$ cat src/rtl/f2u_pkg.sv
package f2u_pkg;

    typedef enum logic {
        ST_IDLE = 1'b0,
        ST_EMIT = 1'b1
    } f2u_state_e;

    typedef struct packed {
        logic invalid;
        logic inexact;
    } f2u_flags_t;

endpackage

$ cat src/rtl/f2u_decode.sv
module f2u_decode #(
    parameter int EXP_W  = 8,
    parameter int FRAC_W = 23,
    parameter int OUT_W  = 32
) (
    input  logic [EXP_W+FRAC_W:0]       op,
    output logic                        sign,
    output logic                        is_nan,
    output logic                        is_inf,
    output logic                        is_zero,
    output logic                        below_one,
    output logic                        too_big,
    output logic [FRAC_W:0]             sig,
    output logic [$clog2(OUT_W)-1:0]    shamt
);
    localparam int SH_BITS = $clog2(OUT_W);
    localparam int BIAS    = (1 << (EXP_W - 1)) - 1;
    localparam logic signed [EXP_W+1:0] BIAS_V = (EXP_W+2)'(BIAS);
    localparam logic signed [EXP_W+1:0] OUT_V  = (EXP_W+2)'(OUT_W);

    logic [EXP_W-1:0]        exp_f;
    logic [FRAC_W-1:0]       frac_f;
    logic [EXP_W-1:0]        exp_eff;
    logic                    exp_ones;
    logic                    exp_zero;
    logic signed [EXP_W+1:0] ue;

    always_comb begin
        sign     = op[EXP_W+FRAC_W];
        exp_f    = op[EXP_W+FRAC_W-1:FRAC_W];
        frac_f   = op[FRAC_W-1:0];
        exp_ones = &exp_f;
        exp_zero = ~|exp_f;
        is_nan   = exp_ones && (frac_f != '0);
        is_inf   = exp_ones && (frac_f == '0);
        is_zero  = exp_zero && (frac_f == '0);
        // subnormals share the minimum exponent and lose the hidden bit
        exp_eff  = exp_zero ? EXP_W'(1) : exp_f;
        sig      = {~exp_zero, frac_f};
        ue       = $signed({2'b00, exp_eff}) - BIAS_V;
        below_one = ue < 0;
        too_big   = !below_one && (ue >= OUT_V);
        shamt     = ue[SH_BITS-1:0];
    end

endmodule

$ cat src/rtl/f2u_align.sv
module f2u_align #(
    parameter int FRAC_W = 23,
    parameter int OUT_W  = 32
) (
    input  logic [FRAC_W:0]          sig,
    input  logic [$clog2(OUT_W)-1:0] shamt,
    output logic [OUT_W-1:0]         int_part,
    output logic                     sticky
);
    localparam int SH_BITS = $clog2(OUT_W);
    localparam int SIG_W   = FRAC_W + 1;
    localparam int SH_W    = SIG_W + OUT_W - 1;

    logic [SH_W-1:0] stage [0:SH_BITS];

    assign stage[0] = {{(OUT_W-1){1'b0}}, sig};

    // logarithmic left shifter: stage k moves by 2^k when shamt[k] is set
    for (genvar k = 0; k < SH_BITS; k++) begin : g_stage
        assign stage[k+1] = shamt[k] ? (stage[k] << (1 << k)) : stage[k];
    end

    assign int_part = stage[SH_BITS][SH_W-1:FRAC_W];
    assign sticky   = |stage[SH_BITS][FRAC_W-1:0];

endmodule

$ cat src/rtl/f2u_resolve.sv
module f2u_resolve #(
    parameter int OUT_W = 32
) (
    input  logic               sign,
    input  logic               is_nan,
    input  logic               is_inf,
    input  logic               is_zero,
    input  logic               below_one,
    input  logic               too_big,
    input  logic [OUT_W-1:0]   int_part,
    input  logic               sticky,
    output logic [OUT_W-1:0]   result,
    output f2u_pkg::f2u_flags_t flags
);
    always_comb begin
        result        = '0;
        flags.invalid = 1'b0;
        flags.inexact = 1'b0;
        if (is_nan) begin
            flags.invalid = 1'b1;
        end else if (sign && !is_zero) begin
            flags.invalid = 1'b1;
        end else if (is_inf || too_big) begin
            result        = '1;
            flags.invalid = 1'b1;
        end else if (is_zero) begin
            result = '0;
        end else if (below_one) begin
            flags.inexact = 1'b1;
        end else begin
            result        = int_part;
            flags.inexact = sticky;
        end
    end

    always_comb begin
        assert (!(flags.invalid && flags.inexact))
            else $error("p_flag_excl_r7: invalid and inexact together");
    end

endmodule

$ cat src/rtl/f2u_trunc_conv.sv
module f2u_trunc_conv #(
    parameter int EXP_W  = 8,
    parameter int FRAC_W = 23,
    parameter int OUT_W  = 32
) (
    input  logic                   clk,
    input  logic                   rst_n,
    input  logic                   src_vld,
    input  logic [EXP_W+FRAC_W:0]  src_op,
    output logic                   res_vld,
    output logic [OUT_W-1:0]       res_int,
    output logic                   flg_invalid,
    output logic                   flg_inexact,
    output logic                   flag_wr,
    output logic                   stat_clr
);
    import f2u_pkg::*;

    localparam int SH_BITS = $clog2(OUT_W);
    localparam int TOP_B   = EXP_W + FRAC_W;

    logic                 d_sign, d_nan, d_inf, d_zero, d_below, d_big;
    logic [FRAC_W:0]      d_sig;
    logic [SH_BITS-1:0]   d_shamt;
    logic [OUT_W-1:0]     a_int;
    logic                 a_sticky;
    logic [OUT_W-1:0]     r_res;
    f2u_flags_t           r_flags;

    f2u_state_e           state_q, state_d;
    logic [OUT_W-1:0]     res_q;
    f2u_flags_t           flags_q;

    f2u_decode #(.EXP_W(EXP_W), .FRAC_W(FRAC_W), .OUT_W(OUT_W)) u_dec (
        .op        (src_op),
        .sign      (d_sign),
        .is_nan    (d_nan),
        .is_inf    (d_inf),
        .is_zero   (d_zero),
        .below_one (d_below),
        .too_big   (d_big),
        .sig       (d_sig),
        .shamt     (d_shamt)
    );

    f2u_align #(.FRAC_W(FRAC_W), .OUT_W(OUT_W)) u_aln (
        .sig      (d_sig),
        .shamt    (d_shamt),
        .int_part (a_int),
        .sticky   (a_sticky)
    );

    f2u_resolve #(.OUT_W(OUT_W)) u_res (
        .sign      (d_sign),
        .is_nan    (d_nan),
        .is_inf    (d_inf),
        .is_zero   (d_zero),
        .below_one (d_below),
        .too_big   (d_big),
        .int_part  (a_int),
        .sticky    (a_sticky),
        .result    (r_res),
        .flags     (r_flags)
    );

    // next-state: take on an accepted operand, drain otherwise
    always_comb begin
        unique case (state_q)
            ST_IDLE: state_d = src_vld ? ST_EMIT : ST_IDLE;
            ST_EMIT: state_d = src_vld ? ST_EMIT : ST_IDLE;
            default: state_d = ST_IDLE;
        endcase
    end

    always_ff @(posedge clk) begin
        if (!rst_n) begin
            state_q <= ST_IDLE;
        end else begin
            state_q <= state_d;
        end
    end

    always_ff @(posedge clk) begin
        if (!rst_n) begin
            res_q   <= '0;
            flags_q <= '0;
        end else if (src_vld) begin
            res_q   <= r_res;
            flags_q <= r_flags;
        end
    end

    // outputs decoded from the state
    always_comb begin
        res_vld     = 1'b0;
        res_int     = '0;
        flg_invalid = 1'b0;
        flg_inexact = 1'b0;
        flag_wr     = 1'b0;
        stat_clr    = 1'b0;
        unique case (state_q)
            ST_IDLE: ;
            ST_EMIT: begin
                res_vld     = 1'b1;
                res_int     = res_q;
                flg_invalid = flags_q.invalid;
                flg_inexact = flags_q.inexact;
                flag_wr     = flags_q.invalid | flags_q.inexact;
                stat_clr    = ~(flags_q.invalid | flags_q.inexact);
            end
            default: ;
        endcase
    end

    p_latency_r9: assert property (@(posedge clk) disable iff (!rst_n)
        src_vld |=> res_vld);

    p_drain_r9: assert property (@(posedge clk) disable iff (!rst_n)
        !src_vld |=> !res_vld);

    p_nan_zero_r3: assert property (@(posedge clk) disable iff (!rst_n)
        (src_vld && (&src_op[TOP_B-1:FRAC_W]) && (|src_op[FRAC_W-1:0]))
        |=> (res_int == '0) && flg_invalid && !flg_inexact);

    p_neg_invalid_r4: assert property (@(posedge clk) disable iff (!rst_n)
        (src_vld && src_op[TOP_B] && (|src_op[TOP_B-1:0]))
        |=> (res_int == '0) && flg_invalid && !flg_inexact);

    p_idle_quiet_r8: assert property (@(posedge clk) disable iff (!rst_n)
        !res_vld |-> !flag_wr && !stat_clr && !flg_invalid && !flg_inexact);

    p_flag_excl_out_r7: assert property (@(posedge clk) disable iff (!rst_n)
        res_vld |-> !(flg_invalid && flg_inexact));

    p_one_status_r8: assert property (@(posedge clk) disable iff (!rst_n)
        res_vld |-> $onehot({flag_wr, stat_clr}));

endmodule

$ cat config.mk
export PLATFORM = sky130hd
export DESIGN_NAME = f2u_trunc_conv
export DESIGN_NICKNAME = d
export VERILOG_FILES = /design/src/rtl/f2u_pkg.sv /design/src/rtl/f2u_decode.sv /design/src/rtl/f2u_align.sv /design/src/rtl/f2u_resolve.sv /design/src/rtl/f2u_trunc_conv.sv
export SDC_FILE = /design/constraint.sdc
export NUM_CORES = 1
export LEC_CHECK = 0
export CORE_MARGIN = 2
export CORE_UTILIZATION = 65
export CTS_BUF_LIST = sky130_fd_sc_hd__clkbuf_4
export DETAILED_ROUTE_END_ITERATION = 16
export DONT_BUFFER_PORTS = 1
export GPL_ROUTABILITY_DRIVEN = 0
export MAX_ROUTING_LAYER = met4
export PLACE_DENSITY = 0.92
export SYNTH_ARGS = -nofsm -noshare
export SYNTH_HDL_FRONTEND = slang
export SYNTH_SLANG_ARGS = --single-unit
$ cat constraint.sdc
create_clock -name clk -period 3.6 [get_ports clk]
set_input_delay 0.18 -clock clk [delete_from_list [all_inputs] [get_ports clk]]
set_output_delay 0.18 -clock clk [all_outputs]
set_load 0.01 [all_outputs]
==> impl_metrics.tcl <==
set metrics [dict create \
    use_met3_pct 9.78 \
    numCtsBuffers 5 \
    critPathCaptureType "flip-flop" \
    whs_ns 0.0173 \
    grt_pass1_wl_um 19700 \
    skew_ns 0 \
    seqPwrFrac_pct 39.9 \
    synthFlopType "dfxtp_1" \
    layout-drive-gt1-share_pct 6.56 \
    postSynthCellCount 540 \
    cts_setup_buffers 0 \
    netlist_area_um2 3900 \
    ctsLongestPathBuffers 2 \
    slew_headroom_pct 21.3 \
    yosysTopAreaCell "dfxtp_1" \
    start_util_pct 66.7 \
    finalSetupViolCount 0 \
    cts.sinks 35 \
    antenna_found_initial 0 \
    grt_util_met2_pct 59.4 \
    drt-pass1-iter-count 11 \
    ys_seq_area_share_pct 17.9 \
    period_minus_slack_ns 2.96 \
    async_flop_share_pct 0 \
    area_delta_synth_final_pct -0.481 \
    p_clk_share_pct 19.7 \
    setup_slack_ns 0.638 \
    p_switching_mw 0.412 \
    post-place-ws_ns 0.559 \
    drtIter0Drc 1145 \
    synthDistinctLibCells 73 \
    hold_class "primary input to flip-flop" \
    antennaDiodeCount 0 \
    syn_nets 575 \
    top_usage_layer "met2" \
    drcViolationCount 0 \
    grt_pass1_vias 3934 \
    gr-usage-met1_pct 51.0 \
    dp_hpwl_um 9180 \
    post-route-util_pct 66.4 \
    maxCapViolations 0 \
    powerDensity_nw_per_um2 270 \
    synth_top_area_share_pct 17.9 \
    synth_edf_count 0 \
    die-area_um2 6640 \
    fmax_mhz 338 \
    clk_transition_reported_paths_ns 0.10 \
    syn_area_per_cell_um2 7.23 \
    antenna_left 0 \
    cts_tree "yes" \
    cts_htree_levels 2 \
    internal-power_mw 0.639 \
    vias_per_cell 8.04 \
    num-nets-final 538 \
    leakage_nw 1.40 \
    critical_path_class "primary input to flip-flop" \
    drv_slew 0 \
    p_sw_share_pct 39.2 \
    cp.arrival_ns 3.21 \
    rows 28 \
    via_count 4650 \
    root_buffer "clkbuf_4" \
    rsz0062_at_grt "no" \
    die_y_um 81.5 \
    die_width_um 81.5 \
    fin_setup_tns_ns 0 \
    status "complete, no violations" \
    grt.total_usage_pct 39.0 \
    yosys_warnings 0 \
    clk_latency_ns 0.36 \
    num_io_pins 72 \
    critPathLaunchType "primary input" \
    fp.coreArea_um2 5850 \
    synthTopCellsByArea "dfxtp_1, and2_1, mux2i_1" \
    wl_um 12800 \
    ys_seq_elements 35 \
    pwr-share-comb_pct 40.4 \
    peakVddDrop_uv 201 \
    grt_max_degree 48 \
    wire_per_inst_um 22.2 \
    min_period_over_period_pct 82.3 \
    tightest_slew_ns 1.17 \
    crit_fanout 47 \
    nFillCells 499 \
    grt.overflow.total 0 \
    required_ns 3.84 \
    port_buffers 0 \
    hold_viol 0 \
]
## layer usage
layer  vias up  wire (µm)
li1       1998          -
met1      2055       4800
met2       487       5480
met3       110       1930
met4         0        632
met5         -          0
## Yosys cell counts (9+ instances only)
cell type and number:
o221ai_1 14, mux2i_1 28, a211oi_1 9, inv_1 10, a21oi_1 43, nor3_1 11
and2_1 46, nand3_1 9, dfxtp_1 35, o2bb2ai_1 14, nor2_1 45, nand2_1 38
clkbuf_1 37, o21ai_0 29
## registers in the layout, indices dropped and copies added (netlist names)
| name | cells |
|---|---|
| state_q | 1 |
| flags_q | 2 |
| res_q | 32 |
## final timing paths
kind,cells after the start,endpoint,slack [ns],startpoint
setup / recovery,9,flags_q[0],0.64,src_op[25]
hold / removal,2,res_q[15],0.02,rst_n
setup reg to reg,4,flags_q[0],2.62,flags_q[0]
hold reg to reg,2,res_q[15],0.46,res_q[15]
## power groups by stage
stage | Sequential, mW | Combinational [mW] | Clock, mW
finish | 0.419 | 0.425 | 0.207
global route | 0.422 | 0.447 | 0.219
CTS | 0.419 | 0.400 | 0.201
detailed placement | 0.428 | 0.395 | 0
global placement | 0.426 | 0.386 | 0
floorplan | 0.421 | 0.346 | 0
## stage by stage
step / std cells / area [µm²] / total power, mW
after floorplan: 540 / 3900 / 0.767
after global placement: 570 / 3830 / 0.812
after detailed placement: 570 / 3830 / 0.823
after CTS: 578 / 3880 / 1.02
after global routing: 578 / 3880 / 1.09
final: 578 / 3880 / 1.05
## layout by cell type, fill, tap and decap left out, types with 5 or more instances in the layout
| cell type | instances |
|---|---|
| nor3_1 | 11 |
| a22o_1 | 5 |
| mux2_2 | 7 |
| clkbuf_4 | 5 |
| a2bb2oi_1 | 8 |
| o22ai_1 | 6 |
| a22oi_1 | 7 |
| nor2b_1 | 5 |
| o21a_1 | 6 |
| mux2i_1 | 28 |
| a21oi_1 | 43 |
| a211oi_1 | 9 |
| o21ai_0 | 29 |
| o221ai_1 | 14 |
| o32ai_1 | 5 |
| a31oi_1 | 6 |
| nor4_1 | 8 |
| or2_2 | 5 |
| nand4_1 | 6 |
| inv_1 | 10 |
| a221oi_1 | 8 |
| nor2_1 | 45 |
| and2_1 | 46 |
| nand2_1 | 38 |
| nand3_1 | 9 |
| dfxtp_1 | 35 |
| o2bb2ai_1 | 14 |
| o211ai_1 | 6 |
## worst max-delay path, cell delays in order
cell and delay, ns:
nor3_1 0.11, a21oi_1 0.76, buf_4 0.27, a21oi_1 0.05, nor4_1 0.56, mux2i_1 0.24
or4_1 0.58, nor4_1 0.35, a21oi_1 0.11
## cell families (layout without fill, tap and decap cells)
kind of cell	after synthesis	count (layout)	share of synthesized area, %
xor gates and xnor gates	5	5	1.12
AOI/OAI and AO/OA	205	205	37.9
muxes	36	36	9.58
DFF	35	35	17.9
and+or+nand+nor	198	198	27.0
buffers and inverters	61	24	6.44
## layout make-up
class	count	area, µm²	area share, %
Multi-Input combinational cell	444	2960	76.2
Sequential cell	35	701	18.0
Tap cell	75	93.8	2.42
Inverter	12	45.0	1.16
Timing Repair Buffer	5	40.0	1.03
Clock buffer	5	37.5	0.966
Clock inverter	2	8.76	0.225
## timing repair
item                      4_1_cts  5_1_grt
hold buffers                    1        0
resized for setup               0        0
hold endpoints to repair       15        0
(Power assumes the default switching activity.)
